--- src/rtl/hold_reset_pkg.sv ---
package hold_reset_pkg;
  localparam int NUM_SRC = 3;
  localparam int SRC_W   = 2;
  localparam int S1_W    = 4;
  localparam int S2_W    = 3;
  localparam int TYPE_W  = 3;
  localparam int DUR_W   = 14;
  localparam int KEY_N   = 2;

  typedef enum logic [1:0] {ST_IDLE, ST_STG1, ST_STG2, ST_DONE} stage_e;

  typedef struct packed {
    logic             cntClr;
    logic             cntInc;
    logic             useStg2;
    logic             barkFire;
    logic             rstFire;
    logic [SRC_W-1:0] src;
  } ctrl_strobe_t;

  function automatic logic [DUR_W-1:0] s1Ticks(input logic [S1_W-1:0] c);
    case (c)
      4'd0:  return 14'd0;
      4'd1:  return 14'd32;
      4'd2:  return 14'd56;
      4'd3:  return 14'd80;
      4'd4:  return 14'd128;
      4'd5:  return 14'd184;
      4'd6:  return 14'd272;
      4'd7:  return 14'd408;
      4'd8:  return 14'd608;
      4'd9:  return 14'd904;
      4'd10: return 14'd1352;
      4'd11: return 14'd2048;
      4'd12: return 14'd3072;
      4'd13: return 14'd4480;
      4'd14: return 14'd6720;
      default: return 14'd10256;
    endcase
  endfunction

  function automatic logic [DUR_W-1:0] s2Ticks(input logic [S2_W-1:0] c);
    case (c)
      3'd0: return 14'd0;
      3'd1: return 14'd10;
      3'd2: return 14'd50;
      3'd3: return 14'd100;
      3'd4: return 14'd250;
      3'd5: return 14'd500;
      3'd6: return 14'd1000;
      default: return 14'd2000;
    endcase
  endfunction

  function automatic logic typeValid(input logic [TYPE_W-1:0] t);
    return (t == 3'd0) || (t == 3'd1) || (t == 3'd4) || (t == 3'd7);
  endfunction
endpackage

--- src/rtl/hold_reset_ctrl_fsm.sv ---
module hold_reset_ctrl_fsm
  import hold_reset_pkg::*;
(
  input  logic                        clk,
  input  logic                        rstN,
  input  logic                        keyPwrN,
  input  logic                        keyRstN,
  input  logic                        tick,
  input  logic [NUM_SRC-1:0]          cfgEn,
  input  logic [NUM_SRC*TYPE_W-1:0]   cfgType,
  input  logic                        expired,
  output ctrl_strobe_t                strobe
);
  localparam logic [SRC_W-1:0] SRC_COMBO = SRC_W'(NUM_SRC - 1);

  logic [NUM_SRC-1:0] held;
  logic [NUM_SRC-1:0] elig;
  logic [SRC_W-1:0]   pick;
  logic [SRC_W-1:0]   srcQ, srcD;
  stage_e             state, stateD;

  assign held[0] = !keyPwrN;
  assign held[1] = !keyRstN;
  assign held[2] = !keyPwrN && !keyRstN;

  for (genvar i = 0; i < NUM_SRC; i++) begin : g_elig
    assign elig[i] = held[i] && cfgEn[i] && typeValid(cfgType[i*TYPE_W +: TYPE_W]);
  end

  always_comb begin
    if (elig[2])      pick = SRC_COMBO;
    else if (elig[0]) pick = 2'd0;
    else              pick = 2'd1;
  end

  always_comb begin
    stateD         = state;
    srcD           = srcQ;
    strobe         = '0;
    strobe.src     = srcQ;
    strobe.useStg2 = (state == ST_STG2);
    case (state)
      ST_IDLE: begin
        if (|elig) begin
          stateD        = ST_STG1;
          srcD          = pick;
          strobe.cntClr = 1'b1;
        end
      end
      ST_STG1, ST_STG2: begin
        if (!elig[srcQ]) begin
          stateD        = ST_IDLE;
          strobe.cntClr = 1'b1;
        end else if (srcQ != SRC_COMBO && elig[2]) begin
          stateD        = ST_STG1;
          srcD          = SRC_COMBO;
          strobe.cntClr = 1'b1;
        end else if (tick) begin
          if (expired) begin
            strobe.cntClr = 1'b1;
            if (state == ST_STG1) begin
              stateD          = ST_STG2;
              strobe.barkFire = 1'b1;
            end else begin
              stateD         = ST_DONE;
              strobe.rstFire = 1'b1;
            end
          end else begin
            strobe.cntInc = 1'b1;
          end
        end
      end
      default: begin
        if (!elig[srcQ]) stateD = ST_IDLE;
      end
    endcase
  end

  always_ff @(posedge clk or negedge rstN) begin
    if (!rstN) begin
      state <= ST_IDLE;
      srcQ  <= '0;
    end else begin
      state <= stateD;
      srcQ  <= srcD;
    end
  end

  // stage 2 is never entered straight from idle
  assert_stage_order_R3: assert property (@(posedge clk) disable iff (!rstN)
    (state == ST_IDLE) |=> (state != ST_STG2));

  // losing the active source while timing returns to idle
  assert_release_idle_R8: assert property (@(posedge clk) disable iff (!rstN)
    ((state == ST_STG1 || state == ST_STG2) && !elig[srcQ]) |=> (state == ST_IDLE));

  // combined source preempts a running single-source sequence
  assert_combo_preempt_R9: assert property (@(posedge clk) disable iff (!rstN)
    ((state == ST_STG1 || state == ST_STG2) && srcQ != SRC_COMBO && elig[srcQ] && elig[2])
    |=> (state == ST_STG1 && srcQ == SRC_COMBO));
endmodule

--- src/rtl/hold_reset_ctrl_dp.sv ---
module hold_reset_ctrl_dp
  import hold_reset_pkg::*;
#(
  parameter int CNT_W = DUR_W
) (
  input  logic                        clk,
  input  logic                        rstN,
  input  logic                        keyPwrN,
  input  logic                        keyRstN,
  input  logic                        sysCtl,
  input  logic [NUM_SRC*S1_W-1:0]     cfgS1Code,
  input  logic [NUM_SRC*S2_W-1:0]     cfgS2Code,
  input  logic [NUM_SRC*TYPE_W-1:0]   cfgType,
  input  logic                        reasonClr,
  input  ctrl_strobe_t                strobe,
  output logic                        expired,
  output logic [NUM_SRC-1:0]          barkIrq,
  output logic                        rstReq,
  output logic [TYPE_W-1:0]           rstType,
  output logic                        reasonValid,
  output logic [SRC_W-1:0]            reasonSrc,
  output logic [TYPE_W-1:0]           reasonType,
  output logic [KEY_N-1:0]            pressEvt,
  output logic [KEY_N-1:0]            releaseEvt
);
  logic [S1_W-1:0]   s1Arr   [NUM_SRC];
  logic [S2_W-1:0]   s2Arr   [NUM_SRC];
  logic [TYPE_W-1:0] typeArr [NUM_SRC];

  for (genvar i = 0; i < NUM_SRC; i++) begin : g_unpack
    assign s1Arr[i]   = cfgS1Code[i*S1_W +: S1_W];
    assign s2Arr[i]   = cfgS2Code[i*S2_W +: S2_W];
    assign typeArr[i] = cfgType[i*TYPE_W +: TYPE_W];
  end

  logic [CNT_W-1:0] cnt;
  logic [CNT_W-1:0] durSel;
  logic [TYPE_W-1:0] typeSel;

  assign durSel  = strobe.useStg2 ? CNT_W'(s2Ticks(s2Arr[strobe.src]))
                                  : CNT_W'(s1Ticks(s1Arr[strobe.src]));
  assign typeSel = typeArr[strobe.src];
  assign expired = (cnt >= durSel);

  always_ff @(posedge clk or negedge rstN) begin
    if (!rstN)              cnt <= '0;
    else if (strobe.cntClr) cnt <= '0;
    else if (strobe.cntInc) cnt <= cnt + 1'b1;
  end

  always_ff @(posedge clk or negedge rstN) begin
    if (!rstN) begin
      barkIrq <= '0;
      rstReq  <= 1'b0;
      rstType <= '0;
    end else begin
      barkIrq <= (strobe.barkFire && sysCtl) ? (NUM_SRC'(1) << strobe.src) : '0;
      rstReq  <= strobe.rstFire;
      rstType <= strobe.rstFire ? typeSel : '0;
    end
  end

  always_ff @(posedge clk or negedge rstN) begin
    if (!rstN) begin
      reasonValid <= 1'b0;
      reasonSrc   <= '0;
      reasonType  <= '0;
    end else if (strobe.rstFire) begin
      reasonValid <= 1'b1;
      reasonSrc   <= strobe.src;
      reasonType  <= typeSel;
    end else if (reasonClr) begin
      reasonValid <= 1'b0;
      reasonSrc   <= '0;
      reasonType  <= '0;
    end
  end

  logic [KEY_N-1:0] keyHeld, keyPrev;
  assign keyHeld = {!keyRstN, !keyPwrN};

  always_ff @(posedge clk or negedge rstN) begin
    if (!rstN) begin
      keyPrev    <= '0;
      pressEvt   <= '0;
      releaseEvt <= '0;
    end else begin
      keyPrev    <= keyHeld;
      pressEvt   <= keyHeld & ~keyPrev;
      releaseEvt <= ~keyHeld & keyPrev;
    end
  end

  // at most one bark bit at a time, and each strobe lasts one cycle
  assert_bark_onehot_R4: assert property (@(posedge clk) disable iff (!rstN)
    $onehot0(barkIrq));
  assert_rst_pulse_R4: assert property (@(posedge clk) disable iff (!rstN)
    rstReq |=> !rstReq);
  // only the four legal type codes leave the block
  assert_type_legal_R5: assert property (@(posedge clk) disable iff (!rstN)
    rstReq |-> typeValid(rstType));
  // no bark while not acting as system reset controller
  assert_bark_gated_R7: assert property (@(posedge clk) disable iff (!rstN)
    !sysCtl |=> (barkIrq == '0));
  // reason register agrees with the request it captured
  assert_reason_latch_R10: assert property (@(posedge clk) disable iff (!rstN)
    rstReq |-> (reasonValid && reasonType == rstType));
endmodule

--- src/rtl/hold_reset_ctrl.sv ---
module hold_reset_ctrl
  import hold_reset_pkg::*;
#(
  parameter int CNT_W = 14
) (
  input  logic         clk,
  input  logic         rstN,
  input  logic         keyPwrN,
  input  logic         keyRstN,
  input  logic         tick,
  input  logic         sysCtl,
  input  logic [2:0]   cfgEn,
  input  logic [11:0]  cfgS1Code,
  input  logic [8:0]   cfgS2Code,
  input  logic [8:0]   cfgType,
  input  logic         reasonClr,
  output logic [2:0]   barkIrq,
  output logic         rstReq,
  output logic [2:0]   rstType,
  output logic         reasonValid,
  output logic [1:0]   reasonSrc,
  output logic [2:0]   reasonType,
  output logic [1:0]   pressEvt,
  output logic [1:0]   releaseEvt
);
  ctrl_strobe_t strobe;
  logic         expired;

  hold_reset_ctrl_fsm u_fsm (
    .clk     (clk),
    .rstN    (rstN),
    .keyPwrN (keyPwrN),
    .keyRstN (keyRstN),
    .tick    (tick),
    .cfgEn   (cfgEn),
    .cfgType (cfgType),
    .expired (expired),
    .strobe  (strobe)
  );

  hold_reset_ctrl_dp #(.CNT_W(CNT_W)) u_dp (
    .clk         (clk),
    .rstN        (rstN),
    .keyPwrN     (keyPwrN),
    .keyRstN     (keyRstN),
    .sysCtl      (sysCtl),
    .cfgS1Code   (cfgS1Code),
    .cfgS2Code   (cfgS2Code),
    .cfgType     (cfgType),
    .reasonClr   (reasonClr),
    .strobe      (strobe),
    .expired     (expired),
    .barkIrq     (barkIrq),
    .rstReq      (rstReq),
    .rstType     (rstType),
    .reasonValid (reasonValid),
    .reasonSrc   (reasonSrc),
    .reasonType  (reasonType),
    .pressEvt    (pressEvt),
    .releaseEvt  (releaseEvt)
  );
endmodule

--- config.mk ---
export PLATFORM = sky130hd
export DESIGN_NAME = hold_reset_ctrl
export DESIGN_NICKNAME = d
export VERILOG_FILES = /design/src/rtl/hold_reset_pkg.sv /design/src/rtl/hold_reset_ctrl_fsm.sv /design/src/rtl/hold_reset_ctrl_dp.sv /design/src/rtl/hold_reset_ctrl.sv
export SDC_FILE = /design/constraint.sdc
export NUM_CORES = 1
export LEC_CHECK = 0
export BUFFER_PORTS_ARGS = -buffer_cell sky130_fd_sc_hd__buf_4
export CAP_MARGIN = 10
export CORE_UTILIZATION = 55
export DETAILED_ROUTE_END_ITERATION = 10
export MAX_ROUTING_LAYER = met4
export PLACE_DENSITY = 0.81
export SYNTH_ARGS = -nofsm -noshare
export SYNTH_HDL_FRONTEND = slang
export SYNTH_SLANG_ARGS = --single-unit
--- constraint.sdc ---
create_clock -name clk -period 4.9 [get_ports clk]
set_input_delay 0.245 -clock clk [delete_from_list [all_inputs] [get_ports clk]]
set_output_delay 0.245 -clock clk [all_outputs]
set_load 0.01 [all_outputs]
==> flow_summary.ini, run 1 <==
[global_routing]
grt_usage = 0.255
grt_pass1_wl_um = 10200
overflow = 0
antenna_found_initial = 0
grt_pass1_vias = 2273
grt_max_degree = 38

[setup_path]
r2r_cells = 17
startpoint_type = register
cp.required_ns = 5.11
reg2reg_setup_slack_ns = 0.53
critical_path_arrival_ns = 4.58
cp_max_fo = 11
criticalPathCategory = reg2reg
worstReg2RegEnd = u_dp.cnt[13]$_DFFE_PN0P_
cp-end-kind = register
r2r_start = u_fsm.srcQ[0]$_DFFE_PN0P_

[sta]
finalSetupViolCount = 0
maxSlewHeadroom = 0.579
grt_setup_unrepaired = false
worstMarginPinSlew_ns = 0.631
fin_crit_sh = 0.891
fmaxAchievable_mhz = 229
skew_ns = 0.00960
finalHoldViolations = 0
drv_slew = 0
setup_tns_ns = 0
finalCriticalPeriod_ns = 4.37

[pwr]
ir_drop_uv = 199
p_per_area_nw_per_um2 = 436
clockPowerShare = 0.151
leakage_nw = 1.60
p_comb_frac = 0.613
internal_power_mw = 0.786
switching_share = 0.456
power.switching_mw = 0.658
seqPwrFrac = 0.236

[synthesis]
synth_edf_count = 0
synth_nets = 374
synth-seq-area-share = 0.340
yosys.area.top_type_share = 0.340
async_flop_share = 1.00
synth_flop_cell = dfrtp_1
synth_cell_type_count = 53
yosysWarnings = 0
synth_seq_cells = 37
syn_inst = 311
yosys.area.top_type = dfrtp_1
synth_area_um2 = 2720
yosys-top-cells-area = dfrtp_1 (34%), ha_1 (11%), mux2i_1 (5.1%)
synth_area_per_cell_um2 = 8.76

[drt]
wl_met3_um = 278
drtIter0Drc = 121
drt-total-wl_um = 6310
wl_met1_um = 2850
post_drt_wl_per_cell_um = 14.5
drt-pass1-iter-count = 4
met2RoutedLength_um = 3100
via_per_inst = 5.61
drc = 0
route.vias.total = 2444
drtAntennaViolNets = 0
top_layer_used = met4

[outcome]
outcome = completed

[floorplanning]
die_y_um = 72.4
rows = 25
die_w_um = 72.4
io_pins = 57
core_um2 = 4750
dieArea_um2 = 5240
initial_core_util = 0.573

[hold_path]
hp-start = keyRstN
min_path_type = in2reg
holdPathStages = 2
hold_end = u_dp.pressEvt[1]$_DFF_PN0_

[place]
post-dp-hpwl_um = 4790
placedCellCount = 425
gp_congestion = 0.833
port_buffers = 56

[clock_network]
cts_made_buffers = 5
clockBufferDepth = 2
insertion_delay_ns = 0.29
clk_pin_slew_ns = 0.08
cts_root_buf = clkbuf_8
cts_tree = built
clock_sinks = 37
htreeDepth = 2

[final_layout]
instances_no_fill = 436
nets = 431
layout-drive-gt1-share = 0.241
layout_commonest_cell = buf_4
multi_input_area_um2 = 1690
ff_latch_area_um2 = 926
fillers = 407
diodes = 0
syn2layout_area_growth_pct = 21.6
final_cell_mix = buf_4 (62), dfrtp_1 (37), nand2_1 (30), nor2_1 (28)

[run]
cap_violations = 0
cell type report:
type / instances / area share
clock inverter: 3 / 0.00680
multi-input combinational: 250 / 0.512
sequential: 37 / 0.280
timing repair buffer: 63 / 0.144
inverter: 11 / 0.0125
tap: 67 / 0.0253
clock buffer: 5 / 0.0208
worst max path at each step:
stage,start,end,cells after the start
4_1_cts,u_fsm.srcQ[0]$_DFFE_PN0P_,u_dp.cnt[6]$_DFFE_PN0P_,15
5_1_grt,u_fsm.srcQ[0]$_DFFE_PN0P_,u_dp.cnt[13]$_DFFE_PN0P_,17
6_report,u_fsm.srcQ[0]$_DFFE_PN0P_,u_dp.cnt[13]$_DFFE_PN0P_,17
3_5_place_dp,u_fsm.srcQ[0]$_DFFE_PN0P_,u_dp.cnt[6]$_DFFE_PN0P_,15
3_3_place_gp,u_fsm.srcQ[0]$_DFFE_PN0P_,u_dp.cnt[3]$_DFFE_PN0P_,15
2_1_floorplan,u_fsm.srcQ[0]$_DFFE_PN0P_,u_dp.cnt[7]$_DFFE_PN0P_,18
sequential cells by signal, summed over array words and instances (netlist names):
register          cells
u_fsm.srcQ            2
u_dp.pressEvt         2
u_dp.rstType          3
u_dp.reasonValid      1
u_dp.cnt             14
u_dp.reasonSrc        2
u_dp.releaseEvt       2
u_dp.reasonType       3
u_dp.rstReq           1
u_dp.keyPrev          2
u_fsm.state           2
u_dp.barkIrq          3
repair_timing:
item | in CTS | in global routing
hold endpoints to repair | 37 | 0
hold buffers | 1 | 0
resized for setup | 0 | 2
endpoints found under the setup margin | 0 | 14
buffers inserted | 0 | 2
worst max-delay path: stages, from the launching register on:
cell	delay, ns
dfrtp_1	0.51
buf_4	0.26
mux2i_1	0.21
nor2_1	0.05
a21oi_1	0.35
inv_1	0.16
ha_1	0.27
a21oi_1	0.14
a211oi_1	0.09
a21oi_1	0.18
ha_1	0.27
nand3_1	0.11
o21bai_1	0.12
a31oi_1	0.18
a2111oi_4	0.47
nand4_2	0.32
or3_1	0.42
a21oi_1	0.16
cell families after synthesis:
logic type	after synthesis	synth area share
DFF	37	0.340
muxes	15	0.0556
adders and majority gates	23	0.106
xor gates and xnor gates	11	0.0354
buffers and inverters	24	0.0404
and+or+nand+nor	114	0.215
AOI/OAI and AO/OA	87	0.209
synth_stat cells (6+ instances only):
| cell type | instances |
|---|---|
| a21o_1 | 9 |
| a21oi_1 | 23 |
| and2_1 | 8 |
| clkbuf_1 | 7 |
| dfrtp_1 | 37 |
| ha_1 | 23 |
| inv_1 | 11 |
| mux2i_1 | 14 |
| nand2_1 | 30 |
| nand3_1 | 13 |
| nor2_1 | 28 |
| o21ai_0 | 23 |
| xnor2_1 | 6 |
per-layer routing:
metal / global-route usage / vias to the layer above
met4: 0.0828 / 0
li1: - / 1232
met2: 0.424 / 59
met5: - / -
met3: 0.0333 / 9
met1: 0.323 / 1144
power by group through the flow:
stage / registers [mW] / clock network (mW) / logic, mW
after floorplan: 0.337 / 0 / 0.683
after global placement: 0.345 / 0 / 0.836
after detailed placement: 0.346 / 0 / 0.858
after CTS: 0.340 / 0.222 / 0.860
after global routing: 0.345 / 0.231 / 0.993
final: 0.341 / 0.218 / 0.886
metrics by stage:
step / total power [mW] / worst slack [ns] / hold slack, ns / instance area (um^2) / util
floorplan: 1.02 / 0.823 / -0.0506 / 2720 / -
global placement: 1.18 / 0.414 / 0.227 / 3190 / 0.671
detailed placement: 1.20 / 0.278 / 0.231 / 3190 / 0.671
CTS: 1.42 / 0.263 / 0.118 / 3290 / 0.692
global route: 1.57 / 0.104 / 0.123 / 3310 / 0.697
finish: 1.44 / 0.534 / 0.119 / 3310 / 0.697
Note: power is estimated with default switching activity, not from simulation.
==> inputs of run 2 (changes only) <==
- PLACE_DENSITY: 0.81 -> 0.8
==> run 2 against run 1 <==
Net effect:
- core utilization is 0.053 points higher
- combinational power is 2% lower
- power is 3.0% higher
- critical path type unchanged
- critical endpoint unchanged
==> flow_summary.ini, run 2 (synthesis gave the netlist of run 1 again) <==
[pwr]
power.switching_mw = 0.653
p_comb_frac = 0.586
leakage_nw = 1.59
total_power_mw = 1.49
seqPwrFrac = 0.231
ir_drop_uv = 232
p_per_area_nw_per_um2 = 449
clockPowerShare = 0.184
switching_share = 0.439
internal_power_mw = 0.834

[clock_network]
post-cts-setup-buffer-count = 0
clock_sinks = 37
cts_root_buf = clkbuf_8
clk_pin_slew_ns = 0.07
clockBufferDepth = 2
htreeDepth = 2
cts_made_buffers = 5
insertion_delay_ns = 0.29
cts_tree = built

[drt]
drt-total-wl_um = 6200
drt-pass1-iter-count = 4
drtAntennaViolNets = 0
drc = 0
via_per_inst = 5.56
route.vias.total = 2409
post_drt_wl_per_cell_um = 14.3
drtIter0Drc = 123

[final_layout]
nets = 428
syn2layout_area_growth_pct = 21.7
diodes = 0
layout-drive-gt1-share = 0.232
final_cell_mix = buf_4 (59), dfrtp_1 (37), nand2_1 (30), nor2_1 (28)
regMostFlops = u_dp.cnt
largest_reg_flops = 14
layout_commonest_cell = buf_4

[sta]
maxSlewHeadroom = 0.378
setup_tns_ns = 0
finalHoldViolations = 0
finalSetupViolCount = 0
grt_setup_unrepaired = false
fin_crit_sh = 0.914
finalCriticalPeriod_ns = 4.48
drv_slew = 0
worstMarginPinSlew_ns = 0.927
fmaxAchievable_mhz = 223
skew_ns = 0.00716
fin_hold_ws_ns = 0.124

[global_routing]
overflow = 0
grt_usage = 0.254
grt_pass1_wl_um = 10100
grt_pass1_vias = 2197
grt_max_degree = 38
antenna_found_initial = 0

[place]
post-dp-hpwl_um = 4740
port_buffers = 56
gp_congestion = 0.882

[setup_path]
path_buf_inv = 1
cp_max_fo = 11
slowest_delay_ns = 0.64
criticalPathCategory = reg2reg
cp-end-kind = register
crit_chain = mux2i_1 -> nor2_1 -> a21oi_1 -> inv_1 -> ha_1 -> mux2i_1 -> o22ai_1 -> o21ai_0 -> ha_1 -> nand3_1 -> o21bai_1 -> a31oi_1 -> a2111oi_4 -> nand4_2 -> or3_1 -> a21oi_1
cp.required_ns = 5.12
critical_path_arrival_ns = 4.70
critical-path-top-delay-family = compound AO/OA/AOI/OAI gates
critical_path.slowest_cell = a2111oi_4
startpoint_type = register

[run]
cap_violations = 0

[hold_path]
min_path_type = in2reg

[floorplanning]
dieArea_um2 = 5240
rows = 25
core_um2 = 4750
io_pins = 57
initial_core_util = 0.573
die_y_um = 72.4
die_w_um = 72.4

[outcome]
outcome = completed
## run 2: path summary, 6_finish.rpt
| kind | cells past startpoint | startpoint | slack [ns] | endpoint |
|---|---|---|---|---|
| worst min register to register | 1 | u_dp.keyPrev[0]$_DFF_PN0_ | 0.41 | u_dp.pressEvt[0]$_DFF_PN0_ |
| worst max-delay path | 16 | u_fsm.srcQ[0]$_DFFE_PN0P_ | 0.42 | u_dp.cnt[13]$_DFFE_PN0P_ |
| worst min-delay path | 2 | keyRstN | 0.12 | u_dp.pressEvt[1]$_DFF_PN0_ |
| min in group asynchronous | 2 | rstN | 0.45 | u_dp.reasonType[0]$_DFFE_PN0P_ |
| worst max register to register | 16 | u_fsm.srcQ[0]$_DFFE_PN0P_ | 0.42 | u_dp.cnt[13]$_DFFE_PN0P_ |
| max in group asynchronous | 2 | rstN | 4.13 | u_dp.cnt[8]$_DFFE_PN0P_ |
## run 2: what timing repair did
item | 4_1_cts | 5_1_grt
resized for setup | 0 | 2
setup endpoints to repair | 0 | 14
endpoints found under the hold margin | 37 | 0
hold buffers | 1 | 0
## run 2: routing by layer
layer  share of wire  vias to the layer above  global-route usage
li1                -                     1227                   -
met1            0.46                     1105               0.327
met2            0.49                       68               0.412
met3           0.043                        9              0.0361
met4           0.013                        0              0.0806
met5               0                        -                   -
## run 2: cell type report
cell class                      count  area, um^2
Tap cell                           67        83.8
Inverter                           11        41.3
Multi-Input combinational cell    250        1690
Timing Repair Buffer               60         453
Clock inverter                      1        30.0
Clock buffer                        7        86.3
Fill cell                         404        1440
Sequential cell                    37         926
## run 2: power by group through the flow
| stage | Combinational (mW) | Clock [mW] | Sequential, mW |
|---|---|---|---|
| 6_report | 0.871 | 0.273 | 0.343 |
| 5_1_grt | 0.963 | 0.290 | 0.346 |
| 4_1_cts | 0.860 | 0.277 | 0.343 |
| 3_5_place_dp | 0.853 | 0 | 0.349 |
| 3_3_place_gp | 0.834 | 0 | 0.348 |
| 2_1_floorplan | 0.683 | 0 | 0.337 |
## run 2: per-stage QoR
stage | worst slack [ns] | cells | cell area (um^2) | utilization
2_1_floorplan | 0.823 | 311 | 2720 | -
3_3_place_gp | 0.399 | 424 | 3180 | 0.669
3_5_place_dp | 0.352 | 424 | 3180 | 0.669
4_1_cts | 0.306 | 433 | 3310 | 0.696
5_1_grt | 0.0388 | 433 | 3310 | 0.697
6_report | 0.419 | 433 | 3310 | 0.697
==> inputs of run 3 (changes only) <==
- BUFFER_PORTS_ARGS: -buffer_cell sky130_fd_sc_hd__buf_4 -> -buffer_cell sky130_fd_sc_hd__buf_2
==> run 3 against run 2 <==
Net effect:
- sequential power barely moved
- global-route usage fell by 0.41 points
- worst hold slack got worse by 0.081 ns
- via count rose by 0.75%
- core utilization fell by 3.8 points
- clock skew fell by 0.0035 ns
- final area fell by 5.5%
- clock power fell by 25%
- worst setup slack improved by 0.012 ns
- routed wire length fell by 3.5%
- largest cell class unchanged
- largest power group unchanged
- highest routed layer unchanged
==> flow_summary.ini, run 3 (synthesis gave the netlist of run 1 again) <==
[final_layout]
largest_reg_flops = 14
layout_commonest_cell = buf_2
final_cell_mix = buf_2 (56), dfrtp_1 (37), nand2_1 (30), nor2_1 (28)
layout-drive-gt1-share = 0.233
instances_no_fill = 432
syn2layout_area_growth_pct = 15.0
nets = 427
diodes = 0
regMostFlops = u_dp.cnt

[floorplanning]
initial_core_util = 0.573
core_um2 = 4750
dieArea_um2 = 5240
rows = 25
io_pins = 57
die_y_um = 72.4
die_w_um = 72.4

[drt]
via_per_inst = 5.62
post_drt_wl_per_cell_um = 13.8
drt-pass1-iter-count = 4
drt-total-wl_um = 5980
route.vias.total = 2427
drtIter0Drc = 93
drc = 0
drtAntennaViolNets = 0

[clock_network]
insertion_delay_ns = 0.29
post-cts-setup-buffer-count = 0
cts_root_buf = clkbuf_8
hold_buffers = 0
post_cts_resized = 0
cts_tree = built
clock_sinks = 37
clk_pin_slew_ns = 0.07
htreeDepth = 2
cts_made_buffers = 5
clockBufferDepth = 2

[run]
cap_violations = 0

[global_routing]
grt_pass1_vias = 2306
grt_pass1_wl_um = 10000
grt_usage = 0.249
grt_max_degree = 38
overflow = 0
antenna_found_initial = 0

[place]
port_buffers = 56
post-dp-hpwl_um = 4690
placedCellCount = 424
gp_congestion = 0.831

[setup_path]
critical_path_arrival_ns = 4.68
criticalPathCategory = reg2reg
startpoint_type = register
cp-end-kind = register
cp_max_fo = 11
cp.required_ns = 5.11

[pwr]
p_per_area_nw_per_um2 = 448
switching_share = 0.461
power.switching_mw = 0.647
leakage_nw = 1.54
p_comb_frac = 0.610
internal_power_mw = 0.756
seqPwrFrac = 0.244
clockPowerShare = 0.146
ir_drop_uv = 214

[sta]
fmaxAchievable_mhz = 224
maxSlewHeadroom = 0.453
fin_hold_ws_ns = 0.0439
skew_ns = 0.00362
finalSetupViolCount = 0
setup_tns_ns = 0
finalHoldViolations = 0
finalCriticalPeriod_ns = 4.47
drv_slew = 0
grt_setup_unrepaired = false
fin_crit_sh = 0.912
worstMarginPinSlew_ns = 0.820

[outcome]
outcome = completed

[hold_path]
min_path_type = in2async
run 3: final timing paths:
kind                                      startpoint                        endpoint  slack, ns  cells past startpoint
setup / recovery           u_fsm.srcQ[0]$_DFFE_PN0P_        u_dp.cnt[13]$_DFFE_PN0P_       0.43                     14
hold / removal                                  rstN  u_dp.reasonType[0]$_DFFE_PN0P_       0.04                      1
setup reg to reg           u_fsm.srcQ[0]$_DFFE_PN0P_        u_dp.cnt[13]$_DFFE_PN0P_       0.43                     14
hold reg to reg            u_dp.keyPrev[0]$_DFF_PN0_      u_dp.pressEvt[0]$_DFF_PN0_       0.41                      1
max in group asynchronous                       rstN        u_dp.cnt[13]$_DFFE_PN0P_       4.34                      1
min in group clk                             keyPwrN      u_dp.pressEvt[0]$_DFF_PN0_       0.15                      2
run 3: worst max-delay path, stage by stage (launching register included):
cell,delay (ns)
dfrtp_1,0.49
nor2b_1,0.50
a21oi_1,0.27
ha_1,0.40
mux2i_1,0.16
o22ai_1,0.10
o21ai_0,0.23
ha_1,0.27
nand3_1,0.10
o21bai_1,0.12
a31oi_1,0.18
a2111oi_4,0.64
nand4_2,0.34
or3_1,0.43
a21oi_1,0.16
run 3: cell type report:
class	count	area [um^2]
repair buffers	59	303
clock buffers	6	72.6
multi-input cells	250	1700
flip-flops and latches	37	926
clock inverters	2	10.0
inverters	11	41.3
well taps	67	83.8
fillers	438	1620
run 3: stage by stage:
stage | area, um^2 | setup WS [ns] | power, mW | util
2_1_floorplan | 2720 | 0.823 | 1.02 | -
3_3_place_gp | 3040 | 0.465 | 1.17 | 0.640
3_5_place_dp | 3040 | 0.325 | 1.19 | 0.640
4_1_cts | 3120 | 0.301 | 1.40 | 0.657
5_1_grt | 3130 | 0.00756 | 1.52 | 0.659
6_report | 3130 | 0.431 | 1.40 | 0.659
run 3: metal layers:
metal | vias to the layer above | wire (um) | track usage
met2 | 58 | 2940 | 0.433
li1 | 1229 | - | -
met4 | 0 | 83 | 0.0697
met1 | 1132 | 2700 | 0.298
met5 | - | 0 | -
met3 | 8 | 253 | 0.0417
run 3: power by group through the flow:
stage / Combinational [mW] / Clock (mW) / Sequential, mW
global route: 0.956 / 0.221 / 0.345
finish: 0.855 / 0.205 / 0.342
CTS: 0.846 / 0.210 / 0.343
floorplan: 0.683 / 0 / 0.337
detailed placement: 0.842 / 0 / 0.349
global placement: 0.822 / 0 / 0.348
